==> src/rtl/tone_pkg.sv <==
package tone_pkg;
    localparam int FREQ_W  = 3;
    localparam int DUTY_W  = 4;
    localparam int MODE_W  = 2;
    localparam int CNT_W   = 7;
    localparam int TOP_PER = 8;   // ticks per period at pitch code 0
    localparam int STEP    = 16;  // ticks per pitch step for codes 1..7
    localparam logic [15:0] CTRL_MASK = 16'h1F73;

    typedef struct packed {
        logic              pol;
        logic [DUTY_W-1:0] duty;
        logic [FREQ_W-1:0] freq;
        logic [MODE_W-1:0] mode;
    } ctrl_t;

    typedef struct packed {
        logic             run;
        logic [CNT_W-1:0] cnt;
        logic [CNT_W-1:0] per;
        logic [CNT_W-1:0] hi;
    } gen_st_t;
endpackage

==> src/rtl/tone_ctrl_reg.sv <==
module tone_ctrl_reg
    import tone_pkg::*;
(
    input  logic        clk,
    input  logic        rst_n,
    input  logic        wr_en,
    input  logic [1:0]  wr_be,
    input  logic [15:0] wr_data,
    output logic [15:0] rd_data,
    output ctrl_t       ctrl
);
    localparam int LANES = 2;

    logic [15:0] word_d, word_q;

    always_comb begin
        word_d = word_q;
        if (wr_en) begin
            for (int l = 0; l < LANES; l++) begin
                if (wr_be[l]) word_d[l*8 +: 8] = wr_data[l*8 +: 8];
            end
        end
        word_d = word_d & CTRL_MASK;
    end

    always_ff @(posedge clk or negedge rst_n) begin
        if (!rst_n) word_q <= '0;
        else        word_q <= word_d;
    end

    assign rd_data = word_q;
    assign ctrl = '{pol: word_q[12], duty: word_q[11:8], freq: word_q[6:4], mode: word_q[1:0]};

    // reserved bits never read as 1
    a_r2_reserved_zero: assert property (@(posedge clk) disable iff (!rst_n)
        (rd_data & ~CTRL_MASK) == 16'h0);
    // a lane without enable keeps its value
    a_r3_lane_hold: assert property (@(posedge clk) disable iff (!rst_n)
        (wr_en && !wr_be[1]) |=> $stable(rd_data[15:8]));
endmodule

==> src/rtl/tone_timing_map.sv <==
module tone_timing_map
    import tone_pkg::*;
(
    input  logic [FREQ_W-1:0] freq,
    input  logic [DUTY_W-1:0] duty,
    output logic [CNT_W-1:0]  per,
    output logic [CNT_W-1:0]  hi
);
    localparam int EIGHTH = TOP_PER / 8;
    localparam int SIXTEENTH_UNIT = STEP / 16;

    logic [DUTY_W-2:0] eighths;
    logic [DUTY_W-1:0] sixteenths;

    always_comb begin
        eighths    = (duty[DUTY_W-1:1] == '0) ? (DUTY_W-1)'(1) : duty[DUTY_W-1:1];
        sixteenths = (duty == '0) ? DUTY_W'(1) : duty;
        if (freq == '0) begin
            per = CNT_W'(TOP_PER);
            hi  = CNT_W'(eighths) * CNT_W'(EIGHTH);
        end else begin
            per = CNT_W'(freq) * CNT_W'(STEP);
            hi  = CNT_W'(sixteenths) * CNT_W'(freq) * CNT_W'(SIXTEENTH_UNIT);
        end
    end
endmodule

==> src/rtl/tone_wave_gen.sv <==
module tone_wave_gen
    import tone_pkg::*;
(
    input  logic             clk,
    input  logic             rst_n,
    input  logic             tick,
    input  logic             run_req,
    input  logic [CNT_W-1:0] per_in,
    input  logic [CNT_W-1:0] hi_in,
    output logic             active,
    output logic             tone
);
    gen_st_t st_d, st_q;
    logic    wrap;

    assign wrap = tick && (st_q.cnt == st_q.per - CNT_W'(1));

    always_comb begin
        st_d     = st_q;
        st_d.run = run_req;
        if (!st_q.run) begin
            st_d.cnt = '0;
            st_d.per = per_in;
            st_d.hi  = hi_in;
        end else if (wrap) begin
            st_d.cnt = '0;
            st_d.per = per_in;
            st_d.hi  = hi_in;
        end else if (tick) begin
            st_d.cnt = st_q.cnt + CNT_W'(1);
        end
        if (!run_req) st_d.cnt = '0;
    end

    always_ff @(posedge clk or negedge rst_n) begin
        if (!rst_n) st_q <= '{run: 1'b0, cnt: '0, per: CNT_W'(TOP_PER), hi: CNT_W'(1)};
        else        st_q <= st_d;
    end

    assign active = st_q.run;
    assign tone   = st_q.run && (st_q.cnt < st_q.hi);

    // count stays inside the captured period
    a_r4_cnt_in_range: assert property (@(posedge clk) disable iff (!rst_n)
        st_q.run |-> st_q.cnt < st_q.per);
    // active time is nonempty and shorter than the period
    a_r7_hi_bounds: assert property (@(posedge clk) disable iff (!rst_n)
        st_q.run |-> (st_q.hi != '0) && (st_q.hi < st_q.per));
    // captured settings hold until a period boundary
    a_r8_hold_to_boundary: assert property (@(posedge clk) disable iff (!rst_n)
        (st_q.run && !wrap) |=> $stable(st_q.per) && $stable(st_q.hi));
    // idle keeps the count at zero
    a_r11_idle_count: assert property (@(posedge clk) disable iff (!rst_n)
        !st_q.run |-> st_q.cnt == '0);
endmodule

==> src/rtl/tone_buzzer.sv <==
module tone_buzzer
    import tone_pkg::*;
(
    input  logic        clk,
    input  logic        rst_n,
    input  logic        tick,
    input  logic        wr_en,
    input  logic [1:0]  wr_be,
    input  logic [15:0] wr_data,
    output logic [15:0] rd_data,
    output logic        out_p,
    output logic        out_n
);
    ctrl_t            ctrl;
    logic [CNT_W-1:0] per_w, hi_w;
    logic             active, tone;

    tone_ctrl_reg u_reg (
        .clk(clk), .rst_n(rst_n), .wr_en(wr_en), .wr_be(wr_be),
        .wr_data(wr_data), .rd_data(rd_data), .ctrl(ctrl)
    );

    tone_timing_map u_map (
        .freq(ctrl.freq), .duty(ctrl.duty), .per(per_w), .hi(hi_w)
    );

    tone_wave_gen u_gen (
        .clk(clk), .rst_n(rst_n), .tick(tick), .run_req(ctrl.mode != '0),
        .per_in(per_w), .hi_in(hi_w), .active(active), .tone(tone)
    );

    assign out_p = tone ^ ctrl.pol;
    assign out_n = (active && !tone) ^ ctrl.pol;

    // complementary pins while running
    a_r9_complement: assert property (@(posedge clk) disable iff (!rst_n)
        active |-> out_p != out_n);
    // idle pins rest at the polarity level
    a_r11_idle_pins: assert property (@(posedge clk) disable iff (!rst_n)
        !active |-> (out_p == rd_data[12]) && (out_n == rd_data[12]));
endmodule

==> config.mk <==
export PLATFORM = sky130hd
export DESIGN_NAME = tone_buzzer
export DESIGN_NICKNAME = d
export VERILOG_FILES = /design/src/rtl/tone_pkg.sv /design/src/rtl/tone_ctrl_reg.sv /design/src/rtl/tone_timing_map.sv /design/src/rtl/tone_wave_gen.sv /design/src/rtl/tone_buzzer.sv
export SDC_FILE = /design/constraint.sdc
export NUM_CORES = 1
export LEC_CHECK = 0
export ABC_CLOCK_PERIOD_IN_PS = 3150
export BUFFER_PORTS_ARGS = -buffer_cell sky130_fd_sc_hd__clkbuf_2
export CORE_MARGIN = 2
export CORE_UTILIZATION = 40
export DETAILED_ROUTE_END_ITERATION = 8
export PLACE_DENSITY_LB_ADDON = 0.1
export SYNTH_ARGS = -nofsm -noshare
export SYNTH_HDL_FRONTEND = slang
export SYNTH_HIERARCHICAL = 1
export SYNTH_SLANG_ARGS = --single-unit
export TNS_END_PERCENT = 30
==> constraint.sdc <==
create_clock -name clk -period 3.15 [get_ports clk]
set_clock_uncertainty 0.1 [all_clocks]
set_input_delay 0.315 -clock clk [delete_from_list [all_inputs] [get_ports clk]]
set_output_delay 0.315 -clock clk [all_outputs]
set_load 0.02 [all_outputs]
== Yosys cells after proc, flatten, opt, wreduce, memory -nomap -nowiden ==
Index checks and enable logic that the tools add are counted.
Word-level totals
  bits in registers: 32
  output and inout port bits: 18
  logic and storage cells: 34
Cells by class
  add/sub/neg operators: 2
  $mul: 1
  $lt $le $gt $ge: 1
  equality and inequality tests: 3
  multiplexer cells: 9
  bitwise gates (word level): 2
  reduce and logical (&&, ||, !) cells: 10
Operators by type and width (number)
  $mux 7: 5
  $mux 21: 1
  $mux 14: 1
  $add 7x1->7 const B: 1
  $eq 7x7->1: 1
  $lt 7x7->1: 1
  $mul 4x3->7: 1
  $sub 7x1->7 const B: 1
  $logic_not 3->1: 2
  $logic_not 4->1: 1
  $mux 4: 1
  $ne 4x4->1 const B: 1
  $reduce_and 2->1: 2
  $logic_and 1x1->1: 3
  $mux 3: 1
  $ne 2x2->1 const B: 1
  $reduce_bool 2->1: 1
  $xor 1x1->1: 2
  $logic_not 1->1: 1

== Logic depth before layout (Yosys ltp) ==
Gate-level depths: netlist (run 1).
  word-level depth: 7
  gate-level depth with buffers: 11
  depth with buffers taken out: 11

== Cells and area by module ==
Netlist (run 1), hierarchy kept.
By module, submodules not included
  tone_wave_gen: instances 1, cells an instance 128, area an instance 1318.8 sq um
  tone_ctrl_reg: instances 1, cells an instance 39, area an instance 499.2 sq um
  tone_timing_map: instances 1, cells an instance 52, area an instance 387.9 sq um
  tone_buzzer: instances 1, cells an instance 4, area an instance 45.0 sq um

== Worst setup path after synthesis (run 1) ==
No wires, ideal clock.
  kind: register to register
  start point: reg u_reg.word_q[11] (netlist: u_reg/rd_data[11])
  end point: reg u_gen/st_q[6] (netlist bit)
  library setup time: 0.127 ns
  arrival: 2.241 ns
  slack: 0.682 ns
  cell stages (with the launch flop): 12
  clock period less this slack: 2.468 ns
  cell sequence: dfrtp_1 > nor3_1 > nor2_1 > nor2b_1 > fa_1 > ha_1 > inv_1 > fa_1 > nor2b_1 > o21ai_0 > a21oi_1 > mux2_1
On the way
  word-level cells in the longest chain between the ends: 6
RTL lines
  start: declaration: RTL line tone_ctrl_reg.sv:14  | logic [15:0] word_d, word_q;
  start signal: assignment: RTL line tone_ctrl_reg.sv:28  | else word_q <= word_d;
  $logic_not 4->1: RTL line tone_timing_map.sv:17  | sixteenths = (duty == '0) ? DUTY_W'(1) : duty;
  $mux 4 *: RTL line tone_timing_map.sv:17
  $mul 4x3->7 *: RTL line tone_timing_map.sv:23  | hi = CNT_W'(sixteenths) * CNT_W'(freq) * CNT_W'(SIXTEENTH_UNIT);
  $mux 7 *: RTL line tone_timing_map.sv:18  | if (freq == '0) begin
  named net hi_w[6]: RTL line tone_buzzer.sv:15  | logic [CNT_W-1:0] per_w, hi_w;
  $mux 14: RTL line tone_wave_gen.sv:25  | end else if (wrap) begin
  $mux 21 *: RTL line tone_wave_gen.sv:21  | if (!st_q.run) begin
  end signal: assignment: RTL line tone_wave_gen.sv:36  | if (!rst_n) st_q <= '{run: 1'b0, cnt: '0, per: CNT_W'(TOP_PER), hi: CNT_W'(1)};
  end signal: assignment: RTL line tone_wave_gen.sv:37  | else st_q <= st_d;
  end: declaration: RTL line tone_wave_gen.sv:13  | gen_st_t st_d, st_q;
Mark *: on every way through the listed nets, which the timed path passes. The rest lies on a longest branch. The select of a mux whose other input is x is not followed.
A chain may end at the register's enable or synchronous reset.

== Worst setup path in the final report (run 1) ==
  start point: reg u_gen/st_q[15] (netlist bit)
  end point: out out_n
On the way
  word-level cells in the longest chain between the ends: 5
RTL lines
  $lt 7x7->1: RTL line tone_wave_gen.sv:41  | assign tone = st_q.run && (st_q.cnt < st_q.hi);
  $logic_and 1x1->1: RTL line tone_wave_gen.sv:41
  named net tone: RTL line tone_buzzer.sv:16  | logic active, tone;
  $logic_not 1->1: RTL line tone_buzzer.sv:33  | assign out_n = (active && !tone) ^ ctrl.pol;
  $logic_and 1x1->1: RTL line tone_buzzer.sv:33
  $xor 1x1->1: RTL line tone_buzzer.sv:33
  end: declaration: RTL line tone_buzzer.sv:12  | output logic out_n
The timed path passes the listed nets, and every way through them passes these cells.

==> summary.md, run 1 <==
| Metric | Value |
|---|---|
| Run status | `finished clean` |
| Antenna diode count | `0` |
| Cell leakage power | `1.152 nW` |
| Pre-CTS setup slack | `approximately 460 ps` |
| Actual transition at the worst max-transition pin | `824.6 ps` |
| Final HPWL from detailed placement | `3132 um` |
| Library cell with the largest summed area after synthesis | `sky130_fd_sc_hd__dfrtp_1` |
| Global-route wire length before repair | `~7300 um` |
| Global Route Usage Sum | `0.1494` |
| Area share of the largest cell type after synthesis | `0.3335` |
| Sequential fraction of the synthesis area | `0.3569` |
| Leading register cell type out of synthesis | `sky130_fd_sc_hd__dfrtp_1` |
| Final-stage net count | `between 200 and 300` |
| Number of vias in the routed layout | `1517` |
| Number of flops mapped to enable cells by yosys | `0` |
| Resize count post-CTS | `0` |
| Share of final-layout standard cells stronger than drive strength 1 | `0.2375` |
| Skew-Pair Late Insertion Delay | `approximately 280 ps` |
| Total congestion overflow after global routing | `0` |
| Kind of capture point of the worst setup path | `output pin` |
| Clock tree from TritonCTS | `built` |
| Wirelength per Cell | `between 10 and 15 um` |
| FF+latch count, synth | `32` |
| Peak VDD IR | `407.6 uV` |
| Number of pins exceeding their max-slew limit in the final report | `0` |
| Post-route standard cell area excluding fillers | `2419 sq um` |
| Data required time at the worst endpoint | `between 2000 and 3000 ps` |
| Final count of negative-setup-slack endpoints | `0` |
| Number of antenna-violating nets in the routed design | `0` |
| Minimum clock period | `about 2700 ps` |
| Unrepaired setup endpoints after global routing | `false` |
| Number of core rows | `27` |
| Maximum number of pins on one net before global-route repair | `33` |
| Total Power | `1.699 mW` |
| Class of the most critical setup path | `reg2out` |
| Commonest cells after routing, fill and taps aside | `sky130_fd_sc_hd__dfrtp_1 (30), sky130_fd_sc_hd__clkbuf_2 (27), sky130_fd_sc_hd__inv_1 (16)` |
| Async SR Flop Fraction | `1.000` |
| Post-CTS Setup Bufs | `0` |
| Power density normalized to cell area | `702.4 nW/um^2` |
| Routability congestion estimate from global placement | `between 0.7 and 0.8` |
| Number of cell instances on the worst register-to-register path | `10` |
| Leading cell types by total area after synthesis | `sky130_fd_sc_hd__dfrtp_1 (33%), sky130_fd_sc_hd__ha_1 (7.8%), sky130_fd_sc_hd__mux2_1 (7.0%)` |
| Number of buffers inserted by port buffering | `27` |
| Starting density of the core | `0.4113` |
| Number of buffers created by CTS | `5` |
| Most common cell after layout, fill and taps aside | `sky130_fd_sc_hd__dfrtp_1` |
| Cell area reported after detailed placement | `approximately 2300 sq um` |
| Final hold vios | `0` |
| Setup_tns | `0 ps` |
| Worst setup path startpoint | `u_gen/st_q[15]$_DFFE_PN0P_` |
| Filler instances | `about 550` |
| Class of the tightest hold or removal check | `in2async` |
| Worst rel slew slack | `0.4492` |
| Clock input transition at the sequential cells of the worst setup and hold paths | `70 ps` |
| Number of distinct library cells after synthesis | `46` |
| Clock buffer depth | `2` |
| DRC violation total after the first TritonRoute iteration | `58` |
| Kind of start point of the critical path | `register` |
| Routed via count divided by cell count | `just under 5` |
| Overall die area | `between 6000 and 7000 sq um` |
| Number of hold-repair buffers added at the cts stage | `0` |
| Chip Height | `79.02 um` |
| Die W | `79.02 um` |
| Termination of the worst setup path | `out_n` |
| Gate count after technology mapping | `roughly 220` |
| Layout area overhead | `7.449%` |
| Placeable Area | `roughly 5500 sq um` |
| Total standard cell area after synthesis | `between 2000 and 2500 sq um` |
| Synthesized area per cell | `10.09 sq um` |
| Antenna violations before repair | `0` |
| CP arrival | `between 2000 and 2500 ps` |
| Critical path peak fanout | `5` |
| Drt total wl | `slightly above 4000 um` |
| Final WS setup | `approximately 460 ps` |
| Worst hold-check slack | `13.41 ps` |
| Source of the worst register-to-register timing path | `u_reg/rd_data[11]$_DFFE_PN0P_` |
| Root buf cell | `sky130_fd_sc_hd__clkbuf_8` |
| Number of primary I/O pins | `40` |
| DR DRC count | `0` |
| YS warnings | `6` |
| Setup slack, reg-to-reg | `470 ps` |
| F_max | `371.4 MHz` |
| Critical register-to-register path endpoint | `u_gen/st_q[4]$_DFFE_PN0P_` |
| Sink count of the clock tree | `32` |
| Via count of the first global-routing pass | `between 1000 and 1500` |
| Number of H-tree levels | `2` |
| Post-route clock period utilization | `0.8548` |
| Number of max-capacitance violations reported | `0` |
| Number of iterations in the first detailed-routing pass | `4` |
-- per-layer routing --
metal  GRT usage  up-vias  part of all wire
met5           0        -                 0
met2      0.2280       42              0.44
met4     0.04138        0            0.0059
li1            -      776                 -
met1      0.2122      697              0.50
met3     0.03523        2             0.044
-- layout make-up --
type,count,area (sq um),share of cell area
tap,72,90.09,0.03725
timing repair buffer,28,142.6,0.05898
clock inverter,2,12.51,0.005173
clock buffer,6,72.57,0.03001
multi-input combinational,156,1237,0.5116
inverter,16,60.06,0.02483
sequential,32,803.3,0.3321
-- critical path, cell delays in order, from the launching register on --
cell and delay (ps):
sky130_fd_sc_hd__dfrtp_1 450, sky130_fd_sc_hd__ha_1 300, sky130_fd_sc_hd__a21o_1 150, sky130_fd_sc_hd__a21o_1 170, sky130_fd_sc_hd__a211oi_1 260, sky130_fd_sc_hd__o31a_1 240
sky130_fd_sc_hd__nand2b_4 150, sky130_fd_sc_hd__xnor2_2 110, sky130_fd_sc_hd__clkbuf_2 180
-- cells in the mapped netlist (2+ instances only) --
master and number:
sky130_fd_sc_hd__nor2_1 14, sky130_fd_sc_hd__mux2_4 2, sky130_fd_sc_hd__inv_1 16, sky130_fd_sc_hd__nand2b_1 4, sky130_fd_sc_hd__nand4b_1 2, sky130_fd_sc_hd__conb_1 2, sky130_fd_sc_hd__dfstp_2 2, sky130_fd_sc_hd__nor3_1 5
sky130_fd_sc_hd__nand2_1 9, sky130_fd_sc_hd__and2_1 6, sky130_fd_sc_hd__and3_1 5, sky130_fd_sc_hd__a21oi_1 3, sky130_fd_sc_hd__nand2_2 2, sky130_fd_sc_hd__nor4_1 4, sky130_fd_sc_hd__a211oi_1 2, sky130_fd_sc_hd__o21ai_0 7
sky130_fd_sc_hd__dfrtp_1 30, sky130_fd_sc_hd__o2111ai_1 2, sky130_fd_sc_hd__a21o_1 3, sky130_fd_sc_hd__fa_1 3, sky130_fd_sc_hd__mux2_2 10, sky130_fd_sc_hd__mux2_1 14, sky130_fd_sc_hd__clkbuf_1 6, sky130_fd_sc_hd__xor2_1 4
sky130_fd_sc_hd__xnor2_1 4, sky130_fd_sc_hd__nand3_1 6, sky130_fd_sc_hd__a31oi_1 3, sky130_fd_sc_hd__nor2b_1 4, sky130_fd_sc_hd__buf_4 19, sky130_fd_sc_hd__ha_1 14
-- worst min path at each step --
stage	startpoint	to	cells after the start
3_5_place_dp	rst_n	u_gen/st_q[16]$_DFFE_PN0P_	1
4_1_cts	rst_n	u_gen/st_q[19]$_DFFE_PN0P_	1
6_report	rst_n	u_gen/st_q[19]$_DFFE_PN0P_	1
5_1_grt	rst_n	u_gen/st_q[19]$_DFFE_PN0P_	1
3_3_place_gp	rst_n	u_gen/st_q[16]$_DFFE_PN0P_	1
2_1_floorplan	rst_n	u_gen/active$_DFF_PN0_	0
-- kinds of logic (layout without fill, tap and decap cells) --
group                    after synthesis  count (layout)  synth area share
multiplexers                          26              26            0.1334
XOR/XNOR                               9               9           0.03835
other                                  2               9          0.003336
AO/OA/AOI/OAI                         28              28           0.09227
flip-flops                            32              32            0.3569
buffers and inverters                 42              52            0.1051
adder cells (fa/ha/maj)               17              17            0.1045
AND/OR/NAND/NOR                       67              67            0.1662
-- sequential cells by signal, indices dropped and copies added (netlist names) --
name,flops
u_gen/st_q,21
u_reg/rd_data,10
u_gen/active,1
-- through the flow --
stage	utilization	std cells
floorplan	-	230
global placement	0.4264	304
detailed placement	0.4264	304
CTS	0.4419	312
global route	0.4419	312
finish	0.4419	312
-- report_power, final --
part / total (mW) / internal (mW) / leakage [nW] / switching [mW]
clock: 0.303 / 0.154 / 0.0412 / 0.148
combinational: 0.732 / 0.354 / 0.719 / 0.378
sequential: 0.664 / 0.534 / 0.392 / 0.130
Note: power is estimated with default switching activity, not from simulation.
==> run 2, diff against run 1 <==
==> constraint.sdc (replaced) <==
create_clock -name clk -period 3.15 [get_ports clk]
set_clock_uncertainty 0.1 [all_clocks]
set_input_delay 0 -clock clk [delete_from_list [all_inputs] [get_ports clk]]
set_output_delay 0 -clock clk [all_outputs]
set_load 0.02 [all_outputs]
==> run 2 against run 1 <==
  * Sequential share of layout area is 1.5 points lower
  * Total power is 2.8% higher
  * Critical endpoint is now u_gen/st_q[4]$_DFFE_PN0P_
  * Via count is 4.9% higher
==> summary.md, run 2 (same netlist as run 1, synthesis figures left out) <==
| Metric | Value |
|---|---|
| Clock power frac | `0.189 (+0.011)` |
| Combined area of the multi-input logic cells | `1237 sq um (unchanged)` |
| Kind of start point of the critical path | `register` |
| Number of pins exceeding their max-slew limit in the final report | `0 (unchanged)` |
| FF/Latch Area | `803.3 sq um (unchanged)` |
| Register bank with the most flops | `u_gen/st_q` |
| F_max | `372.8 MHz (+0.37%)` |
| Chip Height | `79.02 um (unchanged)` |
| Number of iterations in the first detailed-routing pass | `4 (unchanged)` |
| CP arrival | `2750 ps (+470 ps)` |
| Via count of the first global-routing pass | `1518 (+1.3%)` |
| Worst hold-check slack | `7.207 ps (-6.198 ps)` |
| Critical path peak fanout | `8 (+3)` |
| Number of primary I/O pins | `40 (unchanged)` |
| Final hold vios | `0 (unchanged)` |
| Number of antenna-violating nets in the routed design | `0 (unchanged)` |
| Class of the most critical setup path | `reg2reg` |
| Overall die area | `6243 sq um (unchanged)` |
| Data required time at the worst endpoint | `3210 ps (+480 ps)` |
| Setup_tns | `0 ps (unchanged)` |
| Flip-flop count of the largest register, all copies and words added | `21 (unchanged)` |
| Routability congestion estimate from global placement | `0.7327 (+0.65%)` |
| Placed instance count | `304 (unchanged)` |
| Power dissipated by switching net loads | `675.0 uW (+2.7%)` |
| Final HPWL from detailed placement | `3121 um (-0.36%)` |
| Run status | `finished clean` |
| Maximum number of pins on one net before global-route repair | `33 (unchanged)` |
| Worst rel slew slack | `0.4237 (-0.02550)` |
| Commonest cells after routing, fill and taps aside | `sky130_fd_sc_hd__dfrtp_1 (30), sky130_fd_sc_hd__clkbuf_2 (27), sky130_fd_sc_hd__inv_1 (16)` |
| Share of final-layout standard cells stronger than drive strength 1 | `0.2311 (-0.006424)` |
| Clock input transition at the sequential cells of the worst setup and hold paths | `70 ps (about the same)` |
| Combinational group share of total power | `0.430 (about the same)` |
| Count of placed standard cells in the final layout, fillers left out | `323 (+3.5%)` |
| Cell-internal power | `1.071 mW (+2.8%)` |
| Antenna violations before repair | `0 (unchanged)` |
| Kind of cell adding the most delay to the critical path | `adder cells` |
| Power density normalized to cell area | `688.6 nW/um^2 (-2.0%)` |
| Global Route Usage Sum | `0.1577 (+0.008307)` |
| Die W | `79.02 um (unchanged)` |
| Total Power | `1.746 mW (+2.8%)` |
| Number of buffers inserted by port buffering | `27 (unchanged)` |
| Root buf cell | `sky130_fd_sc_hd__clkbuf_8` |
| Post-CTS Setup Bufs | `0 (unchanged)` |
| Final count of negative-setup-slack endpoints | `0 (unchanged)` |
| Cell area reported after detailed placement | `2333 sq um (unchanged)` |
| Cell leakage power | `1.208 nW (+4.8%)` |
| CP max stage cell | `sky130_fd_sc_hd__fa_1` |
| Wirelength per Cell | `13.34 um (+1.6%)` |
| Total congestion overflow after global routing | `0 (unchanged)` |
| Number of buffers created by CTS | `5 (unchanged)` |
| Number of vias in the routed layout | `1592 (+4.9%)` |
| Placeable Area | `5473 sq um (unchanged)` |
| DR DRC count | `0 (unchanged)` |
| Global-route wire length before repair | `7569 um (+3.9%)` |
| Sequential fraction of design power | `0.381 (-0.010)` |
| Layout area overhead | `12.67%` |
| Post-route standard cell area excluding fillers | `2536 sq um (+4.9%)` |
| Class of the tightest hold or removal check | `in2reg` |
| Number of core rows | `27 (unchanged)` |
| Sink count of the clock tree | `32 (unchanged)` |
| Number of H-tree levels | `2 (unchanged)` |
| Routed via count divided by cell count | `4.929 (+1.4%)` |
| Post-route clock period utilization | `0.8516 (-0.003167)` |
| Minimum clock period | `2683 ps (-9.977 ps)` |
| Final-stage net count | `289 (+4.0%)` |
| Worst-path cell chain | `nor3_1, nor2_1, nor2b_1, fa_1, ha_1, inv_1, fa_1, nor2b_1, nor3_1, mux2_1` |
| Antenna diode count | `0 (unchanged)` |
| Drt total wl | `4310 um (+5.1%)` |
| Sw Share | `0.3865 (about the same)` |
| Actual transition at the worst max-transition pin | `862.8 ps (+38.18 ps)` |
| Kind of capture point of the worst setup path | `register` |
| Unrepaired setup endpoints after global routing | `false` |
| Max stage delay on crit path | `540 ps (+90 ps)` |
| Bufs and invs on worst path | `1 (unchanged)` |
| Number of max-capacitance violations reported | `0 (unchanged)` |
| Filler instances | `528 (-3.1%)` |
| DRC violation total after the first TritonRoute iteration | `64 (+10%)` |
| Most common cell after layout, fill and taps aside | `sky130_fd_sc_hd__dfrtp_1` |
| Skew-Pair Late Insertion Delay | `280 ps (about the same)` |
| Clock buffer depth | `2 (unchanged)` |
| Clock tree from TritonCTS | `built` |
| Starting density of the core | `0.4113 (unchanged)` |
| Peak VDD IR | `416.1 uV (+2.1%)` |
[run 2: routing by layer]
| layer | wire length [um] | up-vias | part of all wire | GRT usage |
|---|---|---|---|---|
| met4 | 44 | 0 | 0.010 | 0.04655 |
| met5 | 0 | - | 0 | 0 |
| met3 | 144 | 4 | 0.033 | 0.04091 |
| met1 | 2153 | 758 | 0.50 | 0.2081 |
| met2 | 1967 | 30 | 0.46 | 0.2551 |
| li1 | - | 800 | - | - |
[run 2: what timing repair did]
action,4_1_cts,5_1_grt
endpoints found under the hold margin,40,0
hold buffers,11,0
gates resized for setup,0,0
[run 2: area by class of cell]
| class | instances | share of cell area |
|---|---|---|
| multi-input cells | 156 | 0.4879 |
| well taps | 72 | 0.03552 |
| clock inverters | 2 | 0.003947 |
| flip-flops and latches | 32 | 0.3167 |
| inverters | 16 | 0.02368 |
| repair buffers | 39 | 0.09965 |
| clock buffers | 6 | 0.03256 |
[run 2: tightest hold or removal path: stages]
cell and delay, ps:
sky130_fd_sc_hd__clkbuf_2 80, sky130_fd_sc_hd__nand2_2 110, sky130_fd_sc_hd__mux2_2 160
[run 2: final timing paths]
check | cells after the start | from | slack (ps) | end
setup / recovery | 10 | u_reg/rd_data[11]$_DFFE_PN0P_ | 470 | u_gen/st_q[4]$_DFFE_PN0P_
hold / removal | 3 | wr_be[0] | 7 | u_reg/rd_data[1]$_DFFE_PN0P_
setup reg to reg | 10 | u_reg/rd_data[11]$_DFFE_PN0P_ | 470 | u_gen/st_q[4]$_DFFE_PN0P_
hold reg to reg | 1 | u_gen/st_q[5]$_DFFE_PN0P_ | 390 | u_gen/st_q[5]$_DFFE_PN0P_
max in group asynchronous | 2 | rst_n | 2210 | u_gen/st_q[1]$_DFFE_PN0P_
min in group asynchronous | 2 | rst_n | 230 | u_gen/st_q[16]$_DFFE_PN0P_
[run 2: power groups by stage]
stage | clock network (mW) | logic [mW] | registers (mW)
after floorplan | 0 | 0.645 | 0.626
after global placement | 0 | 0.733 | 0.676
after detailed placement | 0 | 0.745 | 0.675
after CTS | 0.345 | 0.759 | 0.667
after global routing | 0.361 | 0.851 | 0.690
final | 0.330 | 0.751 | 0.665
[run 2: through the flow]
stage                 util  setup slack [ps]
finish              0.4634             467.5
global route        0.4634             214.5
CTS                 0.4634             472.0
detailed placement  0.4264             459.4
global placement    0.4264             500.9
floorplan                -             681.8
==> run 3, diff against run 2 <==
--- a/config.mk
+++ b/config.mk
@@ -5,12 +5,15 @@
 export SDC_FILE = /design/constraint.sdc
 export NUM_CORES = 1
 export LEC_CHECK = 0
+export ABC_AREA = 1
 export ABC_CLOCK_PERIOD_IN_PS = 3150
 export BUFFER_PORTS_ARGS = -buffer_cell sky130_fd_sc_hd__clkbuf_2
 export CORE_MARGIN = 2
 export CORE_UTILIZATION = 40
+export CTS_CLUSTER_DIAMETER = 200
 export DETAILED_ROUTE_END_ITERATION = 8
 export PLACE_DENSITY_LB_ADDON = 0.1
+export SETUP_SLACK_MARGIN = 0.1
 export SYNTH_ARGS = -nofsm -noshare
 export SYNTH_HDL_FRONTEND = slang
 export SYNTH_HIERARCHICAL = 1
==> run 3 against run 2 <==
  * Sequential power shrank 13%
  * Non-clock buffer count grew 10
  * Sequential share of layout area down 2.6 points
  * Critical path type unchanged
  * Via count rose by 29%
  * Largest cell class unchanged
  * Synthesized cell count rose by 51%
  * Highest routed layer unchanged
  * Flip-flop and latch count is the same
  * Global-route usage grew 2.0 points
  * Worst hold slack improved by 22 ps
  * Clock power barely moved
  * Routed wire length is 18% higher
  * Final area rose by 8.8%
  * Fmax rose by 3.2%
==> summary.md, run 3 <==
| Metric | Value |
|---|---|
| Number of flops mapped to enable cells by yosys | `0 (unchanged)` |
| Source of the worst register-to-register timing path | `u_reg/rd_data[11]$_DFFE_PN0P_` |
| Register bank with the most flops | `u_gen/st_q` |
| Final HPWL from detailed placement | `3641 um (+17%)` |
| Startpoint of the worst hold path | `tick` |
| Area share of the largest cell type after synthesis | `0.3141 (-0.01938)` |
| Gr busiest metal | `met2` |
| DRC violation total after the first TritonRoute iteration | `54 (-16%)` |
| Number of vias in the routed layout | `2053 (+29%)` |
| Setup_tns | `0 ps (unchanged)` |
| Number of antenna-violating nets in the routed design | `0 (unchanged)` |
| Critical path peak fanout | `7 (-1)` |
| Met2 capacity usage during global routing | `0.3164 (+0.06131)` |
| Library cell with the largest summed area after synthesis | `sky130_fd_sc_hd__dfrtp_1` |
| Minimum clock period | `2601 ps (-81.94 ps)` |
| Synthesized area per cell | `7.091 sq um (-30%)` |
| Number of primary I/O pins | `40 (unchanged)` |
| Class of the tightest hold or removal check | `in2reg` |
| Commonest cells post-synth | `sky130_fd_sc_hd__nand2_1 (118), sky130_fd_sc_hd__nand3_1 (44), sky130_fd_sc_hd__inv_1 (35)` |
| Number of pins exceeding their max-slew limit in the final report | `0 (unchanged)` |
| Number of iterations in the first detailed-routing pass | `4 (unchanged)` |
| Antenna violations before repair | `0 (unchanged)` |
| Commonest cells after routing, fill and taps aside | `sky130_fd_sc_hd__nand2_1 (118), sky130_fd_sc_hd__nand3_1 (44), sky130_fd_sc_hd__inv_1 (35), sky130_fd_sc_hd__dfrtp_1 (30), sky130_fd_sc_hd__clkbuf_2 (27)` |
| Chip Height | `81.30 um (+2.9%)` |
| Starting density of the core | `0.4085 (-0.002825)` |
| Total congestion overflow after global routing | `0 (unchanged)` |
| CP arrival | `2730 ps (-20 ps)` |
| Worst setup path startpoint | `u_reg/rd_data[11]$_DFFE_PN0P_` |
| Met3 Resource Use GR | `0.04111 (+0.0002020)` |
| Placed instance count | `419 (+38%)` |
| Wirelength per Cell | `11.40 um (-15%)` |
| Number of buffers created by CTS | `5 (unchanged)` |
| Global-route wire length before repair | `8990 um (+19%)` |
| Number of H-tree levels | `2 (unchanged)` |
| Clock buffer depth | `2 (unchanged)` |
| Leading cell types by total area after synthesis | `sky130_fd_sc_hd__dfrtp_1 (31%), sky130_fd_sc_hd__nand2_1 (19%), sky130_fd_sc_hd__nand3_1 (9.2%)` |
| Flip-flop count of the largest register, all copies and words added | `21 (unchanged)` |
| Sequential fraction of the synthesis area | `0.3361 (-0.02074)` |
| Post-CTS Setup Bufs | `0 (unchanged)` |
| Class of the most critical setup path | `reg2reg` |
| Number of core rows | `28 (+3.7%)` |
| YS warnings | `6 (unchanged)` |
| Layout area overhead | `15.50%` |
| Die W | `81.30 um (+2.9%)` |
| Via count of the first global-routing pass | `2019 (+33%)` |
| Number of buffers inserted by port buffering | `27 (unchanged)` |
| Sink count of the clock tree | `32 (unchanged)` |
| Count of placed standard cells in the final layout, fillers left out | `448 (+39%)` |
| DR DRC count | `0 (unchanged)` |
| Global Route Usage Sum | `0.1777 (+0.02002)` |
| Final count of negative-setup-slack endpoints | `0 (unchanged)` |
| Run status | `finished clean` |
| Gate count after technology mapping | `337 (+51%)` |
| Clock input transition at the sequential cells of the worst setup and hold paths | `70 ps (about the same)` |
| Worst rel slew slack | `0.4549 (+0.03123)` |
| Unrepaired setup endpoints after global routing | `false` |
| F_max | `384.5 MHz (+3.2%)` |
| Actual transition at the worst max-transition pin | `817.6 ps (-45.18 ps)` |
| Post-route clock period utilization | `0.8256 (-0.02601)` |
| Number of distinct library cells after synthesis | `29 (-37%)` |
| Resize count post-CTS | `0 (unchanged)` |
| Root buf cell | `sky130_fd_sc_hd__clkbuf_8` |
| Maximum number of pins on one net before global-route repair | `33 (unchanged)` |
| Antenna diode count | `0 (unchanged)` |
| Skew-Pair Late Insertion Delay | `290 ps (about the same)` |
| Share of final-layout standard cells stronger than drive strength 1 | `0.1555 (-0.07558)` |
| Cell leakage power | `1.520 nW (+26%)` |
| Routability congestion estimate from global placement | `0.7953 (+8.5%)` |
| Pre-CTS setup slack | `541.9 ps (+82.46 ps)` |
| Final WS setup | `549.4 ps (+81.94 ps)` |
| Async SR Flop Fraction | `1.000 (unchanged)` |
| Total Power | `1.480 mW (-15%)` |
| Kind of start point of the critical path | `register` |
| Final-stage net count | `411 (+42%)` |
| Overall die area | `6609 sq um (+5.9%)` |
| Leading register cell type out of synthesis | `sky130_fd_sc_hd__dfrtp_1` |
| Total standard cell area after synthesis | `2390 sq um (+6.2%)` |
| Clock tree from TritonCTS | `built` |
| Routed via count divided by cell count | `4.583 (-7.0%)` |
| Met1 usage in global routing | `0.2138 (+0.005666)` |
| Peak VDD IR | `227.7 uV (-45%)` |
| Drt total wl | `5107 um (+18%)` |
| Data required time at the worst endpoint | `3280 ps (+70 ps)` |
| Placeable Area | `5851 sq um (+6.9%)` |
| Number of max-capacitance violations reported | `0 (unchanged)` |
| Final hold vios | `0 (unchanged)` |
| Worst hold-check slack | `28.84 ps (+21.63 ps)` |
| Kind of capture point of the worst setup path | `register` |
| Power density normalized to cell area | `536.1 nW/um^2 (-22%)` |
| Most common cell after layout, fill and taps aside | `sky130_fd_sc_hd__nand2_1` |
| Dominant cell by count in the synthesized netlist | `sky130_fd_sc_hd__nand2_1` |
| FF+latch count, synth | `32 (unchanged)` |
## run 3: final timing paths
check	end	slack, ps	cells after the start
worst max-delay path	u_gen/st_q[6]$_DFFE_PN0P_	550	12
worst min-delay path	u_gen/st_q[14]$_DFFE_PN0P_	30	4
worst max register to register	u_gen/st_q[6]$_DFFE_PN0P_	550	12
worst min register to register	u_gen/st_q[0]$_DFFE_PN1P_	390	2
max in group asynchronous	u_gen/st_q[16]$_DFFE_PN0P_	2200	2
min in group asynchronous	u_gen/st_q[8]$_DFFE_PN0P_	240	2
## run 3: layout make-up
class	count	area (sq um)
clock buffer	5	68.82
clock inverter	3	23.77
fill	595	3090
inverter	42	160.2
multi-input combinational	242	1257
sequential	32	803.3
tap	75	93.84
timing repair buffer	49	352.8
## run 3: kinds of logic after synthesis
family	after synthesis	share of synthesized area
xor+xnor	8	0.02932
simple gates	194	0.3456
buf+inv	70	0.1487
compound gates	14	0.03874
fa+ha+maj	17	0.09843
other cells	2	0.003143
flops	32	0.3361
## run 3: routing by layer
metal  up-vias  share of wire
li1       1095              -
met1       914           0.45
met2        37           0.50
met3         7          0.032
met4         0          0.013
met5         -              0
## run 3: critical path, stage by stage (launching register included)
cell	delay, ps
sky130_fd_sc_hd__dfrtp_1	470
sky130_fd_sc_hd__nor2_2	90
sky130_fd_sc_hd__a21oi_2	180
sky130_fd_sc_hd__nor2_1	90
sky130_fd_sc_hd__fa_1	540
sky130_fd_sc_hd__ha_1	170
sky130_fd_sc_hd__inv_1	60
sky130_fd_sc_hd__fa_1	350
sky130_fd_sc_hd__inv_1	130
sky130_fd_sc_hd__nand3_1	100
sky130_fd_sc_hd__a21oi_2	140
sky130_fd_sc_hd__nand2_1	60
sky130_fd_sc_hd__nand2_1	60
## run 3: metrics by stage
stage / cell area [sq um] / utilization
floorplan: 2416 / -
global placement: 2457 / 0.4200
detailed placement: 2457 / 0.4200
CTS: 2760 / 0.4718
global route: 2760 / 0.4718
finish: 2760 / 0.4718
## run 3: timing repair
action                     in CTS  in global routing
hold buffers                   21                  0
hold endpoints to repair       40                  0
setup endpoints to repair       0                  0
## run 3: where the power goes
part	switching [mW]	internal, mW
Clock	0.171	0.156
Sequential	0.0880	0.493
Combinational	0.350	0.221
